## src/rtl/rqr_pkg.sv

```systemverilog
package rqr_pkg;

    localparam int THR_W = 8;

    typedef struct packed {
        logic err;
        logic runt;
        logic under;
    } rqr_stat_t;

    typedef struct packed {
        logic rel;
        logic fwd;
        logic drop;
        logic bad;
    } rqr_out_t;

    typedef struct packed {
        logic       whole;
        logic [1:0] code;
        logic       keep_err;
        logic       keep_under;
    } rqr_cfg_t;

    // threshold in bytes; the reserved code falls back to the smallest step
    function automatic logic [THR_W-1:0] thr_bytes(input logic [1:0] code);
        logic [THR_W-1:0] b;
        case (code)
            2'd2:    b = 8'd96;
            2'd3:    b = 8'd128;
            default: b = 8'd64;
        endcase
        return b;
    endfunction

    // 1 when a finished packet with this status should be kept
    function automatic logic keep_pkt(input rqr_stat_t s, input logic k_err,
                                      input logic k_under);
        logic k;
        if (s.runt)       k = 1'b0;
        else if (s.err)   k = k_err;
        else if (s.under) k = k_under;
        else              k = 1'b1;
        return k;
    endfunction

endpackage

```

## src/rtl/rqr_thr.sv

```systemverilog
module rqr_thr
    import rqr_pkg::*;
#(
    parameter int CW = 14
) (
    input  logic [CW-1:0] fill,
    input  logic [1:0]    code,
    output logic          above
);
    localparam int XW = (CW > THR_W) ? CW : THR_W;

    logic [XW-1:0] fill_x;
    logic [XW-1:0] thr_x;

    always_comb begin
        fill_x = XW'(fill);
        thr_x  = XW'(thr_bytes(code));
        above  = fill_x > thr_x;
    end
endmodule

```

## src/rtl/rqr_verdict.sv

```systemverilog
module rqr_verdict
    import rqr_pkg::*;
(
    input  rqr_stat_t stat,
    input  logic      keep_err,
    input  logic      keep_under,
    output logic      keep
);
    always_comb keep = keep_pkt(stat, keep_err, keep_under);
endmodule

```

## src/rtl/rqr_lane.sv

```systemverilog
module rqr_lane
    import rqr_pkg::*;
#(
    parameter int CW = 14
) (
    input  logic          clk,
    input  logic          rst,
    input  logic [CW-1:0] fill,
    input  logic          pkt_end,
    input  rqr_stat_t     stat,
    input  rqr_cfg_t      cfg,
    output rqr_out_t      out
);
    logic     above;
    logic     keep;
    logic     started_q;
    logic     started_n;
    rqr_out_t out_n;

    rqr_thr #(.CW(CW)) u_thr (
        .fill  (fill),
        .code  (cfg.code),
        .above (above)
    );

    rqr_verdict u_verdict (
        .stat       (stat),
        .keep_err   (cfg.keep_err),
        .keep_under (cfg.keep_under),
        .keep       (keep)
    );

    always_comb begin
        out_n     = '0;
        started_n = started_q;
        if (pkt_end) begin
            started_n = 1'b0;
            if (!started_q) begin
                out_n.rel  = keep;
                out_n.fwd  = keep;
                out_n.drop = !keep;
            end else begin
                out_n.fwd = keep;
                out_n.bad = !keep;
            end
        end else if (!started_q && !cfg.whole && above) begin
            out_n.rel = 1'b1;
            started_n = 1'b1;
        end
    end

    always_ff @(posedge clk) begin
        if (rst) begin
            started_q <= 1'b0;
            out       <= '0;
        end else begin
            started_q <= started_n;
            out       <= out_n;
        end
    end
endmodule

```

## src/rtl/rxq_release_filter.sv

```systemverilog
module rxq_release_filter
    import rqr_pkg::*;
#(
    parameter int NQ = 8,
    parameter int CW = 14
) (
    input  logic            clk,
    input  logic            rst,
    input  logic [NQ*CW-1:0] fill_cnt,
    input  logic [NQ-1:0]   pkt_end,
    input  logic [NQ-1:0]   st_err,
    input  logic [NQ-1:0]   st_runt,
    input  logic [NQ-1:0]   st_under,
    input  logic [NQ-1:0]   whole_pkt,
    input  logic [2*NQ-1:0] thr_code,
    input  logic [NQ-1:0]   keep_err,
    input  logic [NQ-1:0]   keep_under,
    output logic [NQ-1:0]   rel,
    output logic [NQ-1:0]   fwd,
    output logic [NQ-1:0]   drop,
    output logic [NQ-1:0]   bad
);
    for (genvar q = 0; q < NQ; q++) begin : g_lane
        rqr_stat_t stat;
        rqr_cfg_t  cfg;
        rqr_out_t  o;

        always_comb begin
            stat.err       = st_err[q];
            stat.runt      = st_runt[q];
            stat.under     = st_under[q];
            cfg.whole      = whole_pkt[q];
            cfg.code       = thr_code[2*q +: 2];
            cfg.keep_err   = keep_err[q];
            cfg.keep_under = keep_under[q];
        end

        rqr_lane #(.CW(CW)) u_lane (
            .clk     (clk),
            .rst     (rst),
            .fill    (fill_cnt[q*CW +: CW]),
            .pkt_end (pkt_end[q]),
            .stat    (stat),
            .cfg     (cfg),
            .out     (o)
        );

        assign rel[q]  = o.rel;
        assign fwd[q]  = o.fwd;
        assign drop[q] = o.drop;
        assign bad[q]  = o.bad;
    end
endmodule

```

## config.mk

```make
export PLATFORM = sky130hd
export DESIGN_NAME = rxq_release_filter
export DESIGN_NICKNAME = d
export VERILOG_FILES = /design/src/rtl/rqr_pkg.sv /design/src/rtl/rqr_thr.sv /design/src/rtl/rqr_verdict.sv /design/src/rtl/rqr_lane.sv /design/src/rtl/rxq_release_filter.sv
export SDC_FILE = /design/constraint.sdc
export NUM_CORES = 1
export LEC_CHECK = 0
export BUFFER_PORTS_ARGS = -buffer_cell sky130_fd_sc_hd__buf_2
export CORE_MARGIN = 3
export CORE_UTILIZATION = 34
export CTS_CLUSTER_SIZE = 30
export DETAILED_ROUTE_END_ITERATION = 6
export HOLD_SLACK_MARGIN = 0.05
export PLACE_DENSITY = 0.81
export SETUP_SLACK_MARGIN = 0.4
export SLEW_MARGIN = 20
export SYNTH_ARGS = -nofsm -noshare
export SYNTH_HDL_FRONTEND = slang
export SYNTH_HIERARCHICAL = 1
export SYNTH_SLANG_ARGS = --single-unit
export TNS_END_PERCENT = 5
```

## constraint.sdc

```tcl
create_clock -name clk -period 1.5 [get_ports clk]
set_input_delay 0.225 -clock clk [delete_from_list [all_inputs] [get_ports clk]]
set_output_delay 0.225 -clock clk [all_outputs]
set_load 0.02 [all_outputs]
```

Word-level counts from Yosys, hierarchy flattened
Cells that the tools add are included.
- bits of input ports: 186
- register bits: 40
- muxes and demuxes: 56
- reduce and logical (&&, ||, !) cells: 72
- equal/unequal tests: 16
- bitwise gates (word level): 16
- order comparisons: 8
- operator list (operator ; number):
    8-bit one-hot mux with 2 select lines ; 8
    14-bit by 8-bit greater-than comparator with 1-bit output ; 8
    1-bit 2-to-1 mux ; 48
    3-bit OR reduction ; 16
    2-bit equality test, second input constant ; 16
    2-bit OR reduction ; 16
    1-bit zero test ; 24
    1-bit logical AND ; 16
    1-bit NOT ; 16

Logic depth before layout (Yosys ltp)
Gate-level depths: netlist of the first run.
- depth in word-level cells: 6
- gate-level depth with buffers: 8

Hierarchy
The synthesis of the first run kept the hierarchy.
- modules (own cells, without submodules) (module ; seq. area each (um^2) ; cells each ; area an instance (um^2) ; times used):
    rqr_lane ; 100.1 ; 14 ; 171.4 ; 8
    rqr_thr ; 0.0 ; 15 ; 106.4 ; 8
    rqr_verdict ; 0.0 ; 3 ; 28.8 ; 8

Least setup slack after synthesis of the first run
OpenSTA, ideal clock, no wires.
- path type: input port to flip-flop
- from: in thr_code[0]
- to: reg g_lane[0].u_lane.started_q
- cell stages on the path: 8
- path buffers: 0
- arrival: 1.437 ns
- data required time: 1.385 ns
- path slack: -0.052 ns
- cells stage by stage: nand2_1 -> inv_1 -> ha_1 -> nor2b_1 -> nand4_1 -> a2111o_1 -> nor2b_1 -> o21a_1
- longest elaborated chain between the ends: 4
- elaborated cells between the ends (all ways): 5
- RTL lines (element ; RTL line ; text):
    from (decl) ; rxq_release_filter.sv:15 ; input logic [2*NQ-1:0] thr_code,
    2-bit equality test ; rqr_pkg.sv:28 ; case (code)
    8-bit one-hot mux with 2 select lines (*) ; rqr_pkg.sv:28 ;
    14-bit by 8-bit greater-than comparator with 1-bit output (*) ; rqr_thr.sv:18 ; above = fill_x > thr_x;
    via g_lane[0].u_lane.above ; rqr_lane.sv:14 ; logic above;
    1-bit logical AND (*) ; rqr_lane.sv:46 ; end else if (!started_q && !cfg.whole && above) begin
    to (signal assigned) ; rqr_lane.sv:57 ; started_q <= started_n;
    to (decl) ; rqr_lane.sv:16 ; logic started_q;
The timed path passes the listed nets; every way through them passes the cells marked *.
A chain may end at the register's enable or synchronous reset.

Worst setup path after layout of the first run
- from: in thr_code[6]
- to: reg g_lane[3].u_lane.started_q
- longest elaborated chain between the ends: 4
- elaborated cells between the ends (all ways): 5
- RTL lines (element ; RTL line):
    2-bit equality test ; rqr_pkg.sv:28
    8-bit one-hot mux with 2 select lines (*) ; rqr_pkg.sv:28
    14-bit by 8-bit greater-than comparator with 1-bit output (*) ; rqr_thr.sv:18
    via g_lane[3].u_lane.above ; rqr_lane.sv:14
    1-bit logical AND (*) ; rqr_lane.sv:46
    to (signal assigned) ; rqr_lane.sv:57
    to (decl) ; rqr_lane.sv:16
Marked as above.

==> summary.md, run 1 <==
| Metric | Value |
|---|---|
| Outcome | finished clean |
| Achievable clock frequency | 696 MHz |
| Total power draw | 2.90 mW |
| Worst r2r path cells | 1 |
| Vias in the first global route | 2920 |
| Slowest stage cell, crit path | a2111o_1 |
| Via density | 4.93 |
| Initial antenna violation count | 0 |
| Synth Instances | 256 |
| Fin. max-slew vios | 0 |
| Max-cap violations | 0 |
| Top post-synthesis cells by area | dfxtp_1 (33%), ha_1 (12%), nor2b_1 (8.2%) |
| CTS clk-pin slew, worst paths | 80 ps |
| Worst Path Max Fanout | 2 |
| IO buf count | 217 |
| Max Clock Skew | 3.50 ps |
| Final period util | 95.8% |
| TritonCTS clock tree | done |
| Placed instance area | 0.00370 mm^2 |
| Grt ovf | 0 |
| RSZ-0062 raised after global routing | yes |
| Count leader, synth | dfxtp_1 |
| Per-cell routed wire length | 14.6 um |
| Avg Cell Area, Syn | 9.58 um^2 |
| Root buffer cell | clkbuf_8 |
| H-Tree Depth | 2 |
| Area Growth Syn to Fin | 74.5% |
| Min cycle time layout | 1440 ps |
| Initial Util | 35.5% |
| Startpoint Class | primary input |
| Worst Path Required | 1690 ps |
| Leakage | 2.09 nW |
| CP max stage delay | 410 ps |
| DIE AREA | 0.00827 mm^2 |
| Yosys top cell area share | 32.7% |
| Final instance area | 0.00428 mm^2 |
| DR pass1 iterations | 4 |
| Die width | 90.9 um |
| GRT Overall Usage | 17.6% |
| CP top delay family | compound AO/OA/AOI/OAI gates |
| Critical path arrival | 1630 ps |
| Initial drt markers | 78 |
| Pin count of the biggest net entering global routing | 41 |
| DRC | 0 |
| Hold/Removal Path Class | primary input to flip-flop |
| Hold WS | 232 ps |
| DPL Wire Length | 6410 um |
| Worst IR Drop VDD | 354 uV |
| Synth cell types | 20 |
| Syn_nets | 466 |
| Core area | 0.00691 mm^2 |
| Ports | 218 |
| Antenna viol nets, final | 0 |
| Buf/Inv on CP | 2 |
| FP Rows | 30 |
| Worst Hold Path Cells | 3 |
| Final nets | 691 |
| TNS Setup | 0 ps |
| Max clock buf depth | 2 |
| Number of fill cells | 620 |
| Asr flop ratio synth | 0% |
| Inst Count DP | 570 |
| First-pass GRT wire length | 12200 um |
| CTS Buf Count | 5 |
| CP Depth | 9 |
| Synth warn | 6 |
| PwrDens | 677 mW/mm^2 |
| Synthesized area | 0.00245 mm^2 |
| Final GP Congestion | 0.764 |
| Total Wirelength | 8410 um |
| Min setup slack post-route | 63.6 ps |
| Worst slack, placed | -302 ps |
| ANT cells | 0 |
| Setup bufs post-CTS | 0 |
| # setup viols final | 0 |
| Later-pin clock latency in the skew report | 290 ps |
| Post-synth EDFFs | 0 |
| Crit-path cells | buf_2 -> nand2_4 -> inv_2 -> ha_4 -> nor2b_1 -> nand4_1 -> a2111o_1 -> nor2b_4 -> o21a_1 |
| Crit. End Element | flip-flop |
| Synthesis-stage register bit count | 40 |
| Post-Layout Cell Count | 578 |
| Die Y | 90.9 um |
| Top post-synthesis cells by count | dfxtp_1 (40), nor2b_1 (32), ha_1 (24), nand2_1 (24), inv_1 (16) |
| Core Util, Final | 62.0% |
| Actual slew at the worst max-slew pin | 290 ps |
| Clk sinks | 40 |
| WS Path Type | primary input to flip-flop |
| Post-CTS Hold Fix Bufs | 0 |
| Max_slew headroom | 80.5% |
| Synth area leader | dfxtp_1 |
| Most used DFF post-synth | dfxtp_1 |
| Via Count | 2852 |
| Hold Fails Final Rpt | 0 |
| Share of cells above drive strength 1 | 65.6% |
| Seq/Total Area, Yosys | 32.7% |
-- kinds of logic (layout without fill, tap and decap cells) --
group           Yosys count  in the layout  share of synthesized area, %
simple gates            136            136                          39.2
compound gates           40             40                          13.5
flops                    40             40                          32.7
fa+ha+maj                24             24                          12.2
buf+inv                  16            242                          2.45
-- path summary, 6_finish.rpt --
kind	from	endpoint	slack (ps)
hold / removal	pkt_end[1]	g_lane[1].u_lane/out[3]	230
hold reg to reg	g_lane[1].u_lane/started_q	g_lane[1].u_lane/out[3]	490
setup reg to reg	g_lane[5].u_lane/started_q	g_lane[5].u_lane/out[1]	750
setup / recovery	thr_code[6]	g_lane[3].u_lane/started_q	60
-- where the power goes --
group	switching [mW]	internal (mW)	total [mW]
sequential	0.0206	1.11	1.13
combinational	0.384	0.460	0.844
clock	0.379	0.544	0.924
-- state kept, by name (all words and copies together) (netlist names) --
signal,count
g_lane.u_lane/out,32
g_lane.u_lane/started_q,8
-- timing repair --
item                       4_1_cts  5_1_grt
resized for setup               28       70
pin swaps                       21       34
setup endpoints to repair       16       16
-- area by class of cell --
type | instances | area, um^2 | area share, %
clock inverters | 2 | 38.8 | 0.906
repair buffers | 218 | 1180 | 27.6
well taps | 96 | 120 | 2.81
flip-flops and latches | 40 | 801 | 18.7
clock buffers | 6 | 82.6 | 1.93
multi-input cells | 200 | 1990 | 46.4
inverters | 16 | 70.1 | 1.64
-- worst min-delay path, cell delays in order --
cell and delay (ps):
buf_2 130, nand2_1 70, a211oi_2 50
-- cell usage in the layout (no fill, tap or decap), drive strengths merged --
| master | synthesis | routed |
|---|---|---|
| a2111o | 8 | 8 |
| a211oi | 8 | 8 |
| a21oi | 8 | 8 |
| and3b | 8 | 8 |
| buf | 0 | 218 |
| bufinv | 0 | 1 |
| clkbuf | 0 | 6 |
| clkinv | 0 | 1 |
| dfxtp | 40 | 40 |
| ha | 24 | 24 |
| inv | 16 | 16 |
| nand2 | 24 | 24 |
| nand4 | 8 | 8 |
| nor2 | 8 | 8 |
| nor2b | 32 | 32 |
| nor3 | 8 | 8 |
| nor3b | 8 | 8 |
| nor4 | 8 | 8 |
| nor4b | 8 | 8 |
| nor4bb | 8 | 8 |
| o21a | 8 | 8 |
| o21ai | 8 | 8 |
| or3b | 8 | 8 |
| or4 | 8 | 8 |
-- metal layers --
layer | global-route usage [%] | up-vias | wire (um)
li1 | - | 1405 | -
met1 | 16.4 | 1307 | 2860
met2 | 35.7 | 119 | 4740
met3 | 4.72 | 21 | 604
met4 | 6.66 | 0 | 212
met5 | 0 | - | 0
(Power assumes the default switching activity.)
==> run 2: changes to the inputs <==
--- a/config.mk
+++ b/config.mk
@@ -11,11 +11,10 @@
 export CTS_CLUSTER_SIZE = 30
 export DETAILED_ROUTE_END_ITERATION = 6
 export HOLD_SLACK_MARGIN = 0.05
-export PLACE_DENSITY = 0.81
+export PLACE_DENSITY_LB_ADDON = 0.25
 export SETUP_SLACK_MARGIN = 0.4
 export SLEW_MARGIN = 20
 export SYNTH_ARGS = -nofsm -noshare
 export SYNTH_HDL_FRONTEND = slang
-export SYNTH_HIERARCHICAL = 1
 export SYNTH_SLANG_ARGS = --single-unit
 export TNS_END_PERCENT = 5
==> run 2 against run 1 <==
- synthesized cell count increased by 7.0%
- sequential power barely moved
- cell count is 0.52% lower
- clock skew grew 3.3 ps
- total power shrank 4.3%
- hold slack got worse by 110 ps
- setup slack better by 130 ps
- sequential share of layout area is 2.5 points higher
- core utilization down 4.1 points
==> summary.md, run 2 <==
| Metric | Value |
|---|---|
| DPL Wire Length | 6280 um (-2.0%) |
| RSZ-0062 raised after global routing | yes |
| Flop2flop setup slack | 340 ps (-410 ps) |
| Worst Hold Path Cells | 2 (-1) |
| Final period util | 87.1% (-8.6 points) |
| Avg Cell Area, Syn | 8.56 um^2 (-11%) |
| Biggest regs | g_lane.u_lane.out: 32 flops, g_lane.u_lane.started_q: 8 flops |
| Seq pwr share | 41.7% (+2.7 points) |
| Max Clock Skew | 6.81 ps (+3.31 ps) |
| DRC | 0 (unchanged) |
| Top post-synthesis cells by count | dfxtp_1 (40), nand2_1 (29), ha_1 (24), inv_1 (22), a21oi_1 (21) |
| Count leader, synth | dfxtp_1 |
| # setup viols final | 0 (unchanged) |
| FP Rows | 29 (-3.3%) |
| CTS clk-pin slew, worst paths | 80 ps (about the same) |
| Fin. max-slew vios | 0 (unchanged) |
| Post-Layout Cell Count | 575 (-0.52%) |
| H-Tree Depth | 2 (unchanged) |
| Post-synth EDFFs | 0 (unchanged) |
| Pin count of the biggest net entering global routing | 28 (-32%) |
| IO buf count | 217 (unchanged) |
| CTS Buf Count | 5 (unchanged) |
| Total power draw | 2.77 mW (-4.3%) |
| Sw Pwr | 725 uW (-7.5%) |
| Per-cell routed wire length | 12.2 um (-16%) |
| Reg-to-reg critical path endpoint | g_lane[6].u_lane.out[3] |
| Via density | 4.81 (-2.5%) |
| Max_slew headroom | 68.3% (-12 points) |
| Worst Path Max Fanout | 3 (+1) |
| Register name with the most flops | g_lane.u_lane.out |
| TritonCTS clock tree | done |
| Crit. End Element | flip-flop |
| Startpoint Class | primary input |
| Met1 Wirelength | 2530 um (-11%) |
| PwrDens | 733 mW/mm^2 (+8.4%) |
| Synth Instances | 274 (+7.0%) |
| Final nets | 707 (+2.3%) |
| Wire length on met2 | 3770 um (-20%) |
| Number of fill cells | 612 (-1.3%) |
| Hold_sp | st_runt[7] |
| Outcome | finished clean |
| Most common cell after layout, fill and taps aside | buf_2 |
| Final GP Congestion | 0.782 (+2.3%) |
| Syn_nets | 484 (+3.9%) |
| Crit-path cells | buf_2 -> nand2_8 -> ha_4 -> nor4bb_4 -> a22oi_2 -> o41ai_2 -> o31ai_1 |
| Synth area leader | dfxtp_1 |
| Die width | 89.1 um (-2.1%) |
| Hold/Removal Path Class | primary input to flip-flop |
| Int Power | 2.05 mW (-3.1%) |
| Actual slew at the worst max-slew pin | 475 ps (+185 ps) |
| Via Count | 2765 (-3.1%) |
| Top Layer Used | met4 |
| Sw Share | 26.2% (-0.90 points) |
| First-pass GRT wire length | 10600 um (-13%) |
| WHS Endpoint | g_lane[7].u_lane.out[2] |
| DIE AREA | 0.00793 mm^2 (-4.1%) |
| Clk sinks | 40 (unchanged) |
| Seq/Total Area, Yosys | 34.1% (+1.5 points) |
| Reg2reg start | g_lane[6].u_lane.started_q |
| Worst r2r path cells | 4 (+3) |
| DR pass1 iterations | 4 (unchanged) |
| Combinational fraction of design power | 25.9% (-3.2 points) |
| Root buffer cell | clkbuf_8 |
| Area Growth Syn to Fin | 61.1% |
| Critical path arrival | 1460 ps (-170 ps) |
| Achievable clock frequency | 765 MHz (+9.9%) |
| Total Wirelength | 7000 um (-17%) |
| Grt ovf | 0 (unchanged) |
| Max FFs per register | 32 (unchanged) |
| WS Path Type | primary input to flip-flop |
| Ports | 218 (unchanged) |
| Worst IR Drop VDD | 343 uV (-3.2%) |
| Core area | 0.00653 mm^2 (-5.4%) |
| CP max stage delay | 280 ps (-130 ps) |
| Hold WS | 118 ps (-114 ps) |
| Asr flop ratio synth | 0% (unchanged) |
| Synthesized area | 0.00235 mm^2 (-4.3%) |
| Max clock buf depth | 2 (unchanged) |
| Inst Count DP | 567 (-0.53%) |
| Initial Util | 35.9% (+0.41 points) |
| Die Y | 89.1 um (-2.1%) |
| Initial drt markers | 49 (-37%) |
| Leakage | 2.01 nW (-3.5%) |
| Worst Path Required | 1660 ps (-30 ps) |
| Slowest stage cell, crit path | nor4bb_4 |
| Most frequent cells in the layout | buf_2 (214), dfxtp_1 (40), nand2_1 (27), a21oi_1 (21) |
| Synth warn | 0 (-6) |
| Yosys top cell area share | 34.1% (+1.5 points) |
| Top post-synthesis cells by area | dfxtp_1 (34%), ha_1 (13%), nor2b_1 (4.8%) |
| Hold Fails Final Rpt | 0 (unchanged) |
| CP top delay family | compound AO/OA/AOI/OAI gates |
| Synth cell types | 27 (+35%) |
| Buf/Inv on CP | 1 (-1) |
| Synthesis-stage register bit count | 40 (unchanged) |
| Later-pin clock latency in the skew report | 280 ps (about the same) |
| Antenna viol nets, final | 0 (unchanged) |
| Share of cells above drive strength 1 | 49.6% (-16 points) |
| ANT cells | 0 (unchanged) |
| Most used DFF post-synth | dfxtp_1 |
| GRT Overall Usage | 16.7% (-0.95 points) |
| Max-cap violations | 0 (unchanged) |
| Min cycle time layout | 1310 ps (-129 ps) |
| Initial antenna violation count | 0 (unchanged) |
| Vias in the first global route | 2701 (-7.5%) |
| Metal3 WL | 654 um (+8.3%) |
| Clock network fraction of design power | 32.4% (+0.5 points) |
## run 2: repair_timing
item / in CTS / in global routing
endpoints found under the setup margin: 11 / 16
pin swaps: 6 / 1
hold buffers: 0 / 0
buffers inserted: 0 / 0
resized for setup: 12 / 0
## run 2: cell families after synthesis
kind of cell / count (synthesis) / synth area share (%)
buf+inv: 25 / 5.49
flops: 40 / 34.1
compound gates: 43 / 12.1
simple gates: 142 / 35.5
fa+ha+maj: 24 / 12.8
## run 2: area by class of cell
class                      instances  area (um^2)  share of cell area [%]
sequential                        40          801                    21.2
multi-input combinational        209         1560                    41.3
inverter                          22         82.6                    2.18
clock buffer                       6         82.6                    2.18
timing repair buffer             219         1120                    29.5
tap                               77         96.3                    2.55
clock inverter                     2         38.8                    1.03
## run 2: layer usage
layer	up-vias	GRT usage, %
met5	-	0
met2	128	33.3
li1	1451	-
met3	4	4.33
met1	1182	17.4
met4	0	3.25
## run 2: stage by stage
step	area [um^2]	worst slack (ps)	setup TNS [ps]	utilization, %
after floorplan	2440	36.2	0	-
after global placement	3590	-196	-800	55.0
after detailed placement	3590	-267	-1170	55.0
after CTS	3780	189	0	57.9
after global routing	3780	105	0	57.9
final	3780	193	0	57.9
## run 2: how the worst max path moves through the flow
stage	start	end	slack [ps]	depth (start not counted)
after detailed placement	thr_code[8]	g_lane[4].u_lane.out[3]	-270	7
final	thr_code[9]	g_lane[4].u_lane.out[3]	190	7
after global placement	thr_code[8]	g_lane[4].u_lane.out[3]	-200	7
after CTS	thr_code[4]	g_lane[2].u_lane.out[3]	190	7
after global routing	thr_code[6]	g_lane[3].u_lane.out[3]	110	8
after floorplan	thr_code[4]	g_lane[2].u_lane.out[3]	40	6
## run 2: power groups by stage
stage	sequential, mW	clock (mW)	combinational, mW
3_5_place_dp	1.18	0	0.695
5_1_grt	1.17	0.971	0.811
6_report	1.16	0.897	0.718
4_1_cts	1.16	0.938	0.724
3_3_place_gp	1.18	0	0.677
2_1_floorplan	1.24	0	0.281
==> run 3: changes to the inputs <==
--- a/config.mk
+++ b/config.mk
@@ -6,12 +6,11 @@
 export NUM_CORES = 1
 export LEC_CHECK = 0
 export BUFFER_PORTS_ARGS = -buffer_cell sky130_fd_sc_hd__buf_2
-export CORE_MARGIN = 3
 export CORE_UTILIZATION = 34
 export CTS_CLUSTER_SIZE = 30
 export DETAILED_ROUTE_END_ITERATION = 6
 export HOLD_SLACK_MARGIN = 0.05
-export PLACE_DENSITY_LB_ADDON = 0.25
+export PLACE_DENSITY = 0.75
 export SETUP_SLACK_MARGIN = 0.4
 export SLEW_MARGIN = 20
 export SYNTH_ARGS = -nofsm -noshare
==> run 3 against run 2 <==
- core utilization down 0.39 points
- final area decreased by 1.2%
- clock power decreased by 22%
- hold slack worse by 13 ps
- count of clock-buffer cells in the layout down 1
- cell count is 0.35% higher
- critical path type unchanged
- critical endpoint is now g_lane[2].u_lane.out[3]
- largest power group unchanged
==> summary.md, run 3 (synthesis gave the netlist of run 2 again) <==
| Metric | Value |
|---|---|
| Worst slack, placed | -303 ps (-36.5 ps) |
| Pin count of the biggest net entering global routing | 20 (-29%) |
| Max-cap violations | 0 (unchanged) |
| Post-CTS Hold Fix Bufs | 0 (unchanged) |
| Met3 Use GR | 5.06% (+0.73 points) |
| Per-cell routed wire length | 12.0 um (-1.4%) |
| CTS clk-pin slew, worst paths | 80 ps (about the same) |
| Via Count | 2869 (+3.8%) |
| RSZ-0062 raised after global routing | yes |
| H-Tree Depth | 2 (unchanged) |
| Final period util | 89.4% (+2.3 points) |
| DPL Wire Length | 6170 um (-1.7%) |
| PwrDens | 688 mW/mm^2 (-6.2%) |
| WS Path Type | primary input to flip-flop |
| Actual slew at the worst max-slew pin | 449 ps (-25.9 ps) |
| FF/Latch Area | 801 um^2 (unchanged) |
| Later-pin clock latency in the skew report | 280 ps (about the same) |
| Number of fill cells | 593 (-3.1%) |
| Die width | 85.1 um (-4.5%) |
| Register name with the most flops | g_lane.u_lane.out |
| Leakage | 1.99 nW (-1.2%) |
| Initial drt markers | 34 (-31%) |
| Met1 Use GR | 18.0% (+0.54 points) |
| Outcome | finished clean |
| Multi-input gate area | 0.00153 mm^2 (-2.0%) |
| Worst Path Max Fanout | 2 (-1) |
| DRC | 0 (unchanged) |
| Clk sinks | 40 (unchanged) |
| Critical path arrival | 1510 ps (+50 ps) |
| Final nets | 709 (+0.28%) |
| Most common cell after layout, fill and taps aside | buf_2 |
| DIE AREA | 0.00724 mm^2 (-8.8%) |
| Max_slew headroom | 69.7% (+1.4 points) |
| DR pass1 iterations | 4 (unchanged) |
| FP Rows | 29 (unchanged) |
| Min cycle time layout | 1340 ps (+34.4 ps) |
| First-pass GRT wire length | 11200 um (+4.9%) |
| GRT busiest layer | met2 |
| CP max stage delay | 270 ps (about the same) |
| Core Util, Final | 57.5% (-0.39 points) |
| Initial antenna violation count | 0 (unchanged) |
| Core area | 0.00649 mm^2 (-0.56%) |
| Area Growth Syn to Fin | 59.1% |
| Total Wirelength | 6930 um (-1.0%) |
| # setup viols final | 0 (unchanged) |
| Total power draw | 2.57 mW (-7.4%) |
| CP dominant cell by count | buf_4 |
| Share of cells above drive strength 1 | 49.4% (-0.20 points) |
| Slowest stage cell, crit path | o41ai_2 |
| GRT Overall Usage | 19.1% (+2.4 points) |
| Antenna viol nets, final | 0 (unchanged) |
| Crit-path cells | buf_6 -> nand2_8 -> buf_4 -> ha_4 -> buf_4 -> a21oi_1 -> a22oi_2 -> o41ai_2 -> o31ai_1 |
| Achievable clock frequency | 745 MHz (-2.6%) |
| Ports | 218 (unchanged) |
| Max clock buf depth | 2 (unchanged) |
| Die Y | 85.1 um (-4.5%) |
| Hold Fails Final Rpt | 0 (unchanged) |
| CTS Buf Count | 5 (unchanged) |
| Biggest regs | g_lane.u_lane.out: 32 flops, g_lane.u_lane.started_q: 8 flops |
| GRT met2 Usage | 39.1% (+5.9 points) |
| ANT cells | 0 (unchanged) |
| Via density | 4.97 (+3.4%) |
| TritonCTS clock tree | done |
| Initial Util | 36.1% (+0.20 points) |
| Root buffer cell | clkbuf_8 |
| Grt ovf | 0 (unchanged) |
| Min setup slack post-route | 159 ps (-34.4 ps) |
| Hold/Removal Path Class | primary input to flip-flop |
| Startpoint Class | primary input |
| Fin. max-slew vios | 0 (unchanged) |
| Most frequent cells in the layout | buf_2 (215), dfxtp_1 (40), nand2_1 (27), a21oi_1 (21) |
| Worst IR Drop VDD | 424 uV (+24%) |
| Max FFs per register | 32 (unchanged) |
| IO buf count | 217 (unchanged) |
| Max Clock Skew | 3.38 ps (-3.43 ps) |
| Vias in the first global route | 2802 (+3.7%) |
| Worst Path Required | 1660 ps (about the same) |
| Crit. End Element | flip-flop |
| Final GP Congestion | 0.771 (-1.4%) |
run 3: cell types whose count changed in the layout (fill, tap and decap cells not counted), sizes merged:
cell    before  now
buf        219  221
clkinv       1    3
bufinv       1    0
clkbuf       6    5
run 3: what timing repair did:
item | 4_1_cts | 5_1_grt
pin swaps | 2 | 7
gates resized for setup | 4 | 5
endpoints found under the setup margin | 14 | 16
setup buffers | 0 | 1
gates cloned | 0 | 0
run 3: final cells by class:
type                       count  share of cell area, %
clock buffer                   5                   1.84
tap                           77                   2.58
inverter                      22                   2.28
timing repair buffer         221                   30.3
multi-input combinational    209                   41.0
sequential                    40                   21.4
clock inverter                 3                  0.503
run 3: critical path: cells and delay by family:
kind | cells | cell delay [ps]
buffers and inverters | 3 | 350
and+or+nand+nor | 1 | 50
AOI/OAI and AO/OA | 4 | 650
adders and majority gates | 1 | 230
run 3: metrics by stage:
step	setup TNS (ps)	instances	hold slack (ps)	cell area (um^2)
final	0	577	104	3730
after global routing	0	577	100	3730
after CTS	0	576	93.1	3710
after detailed placement	-1150	568	408	3600
after global placement	-727	568	413	3600
after floorplan	0	274	304	2440
run 3: layer usage:
| layer | wire [um] | up-vias |
|---|---|---|
| li1 | - | 1457 |
| met1 | 2460 | 1273 |
| met2 | 3780 | 128 |
| met3 | 580 | 11 |
| met4 | 99 | 0 |
| met5 | 0 | - |
run 3: worst paths after layout:
kind / start / endpoint / slack [ps] / depth (start not counted)
setup / recovery: thr_code[4] / g_lane[2].u_lane.out[3] / 160 / 9
hold / removal: st_runt[7] / g_lane[7].u_lane.out[2] / 100 / 2
setup reg to reg: g_lane[5].u_lane.started_q / g_lane[5].u_lane.out[3] / 350 / 4
hold reg to reg: g_lane[2].u_lane.started_q / g_lane[2].u_lane.started_q / 490 / 2
run 3: report_power, final:
part / switching [mW] / total, mW / internal (mW) / leakage, nW
clock: 0.372 / 0.696 / 0.324 / 0.0479
sequential: 0.0311 / 1.16 / 1.12 / 0.328
combinational: 0.342 / 0.716 / 0.373 / 1.61
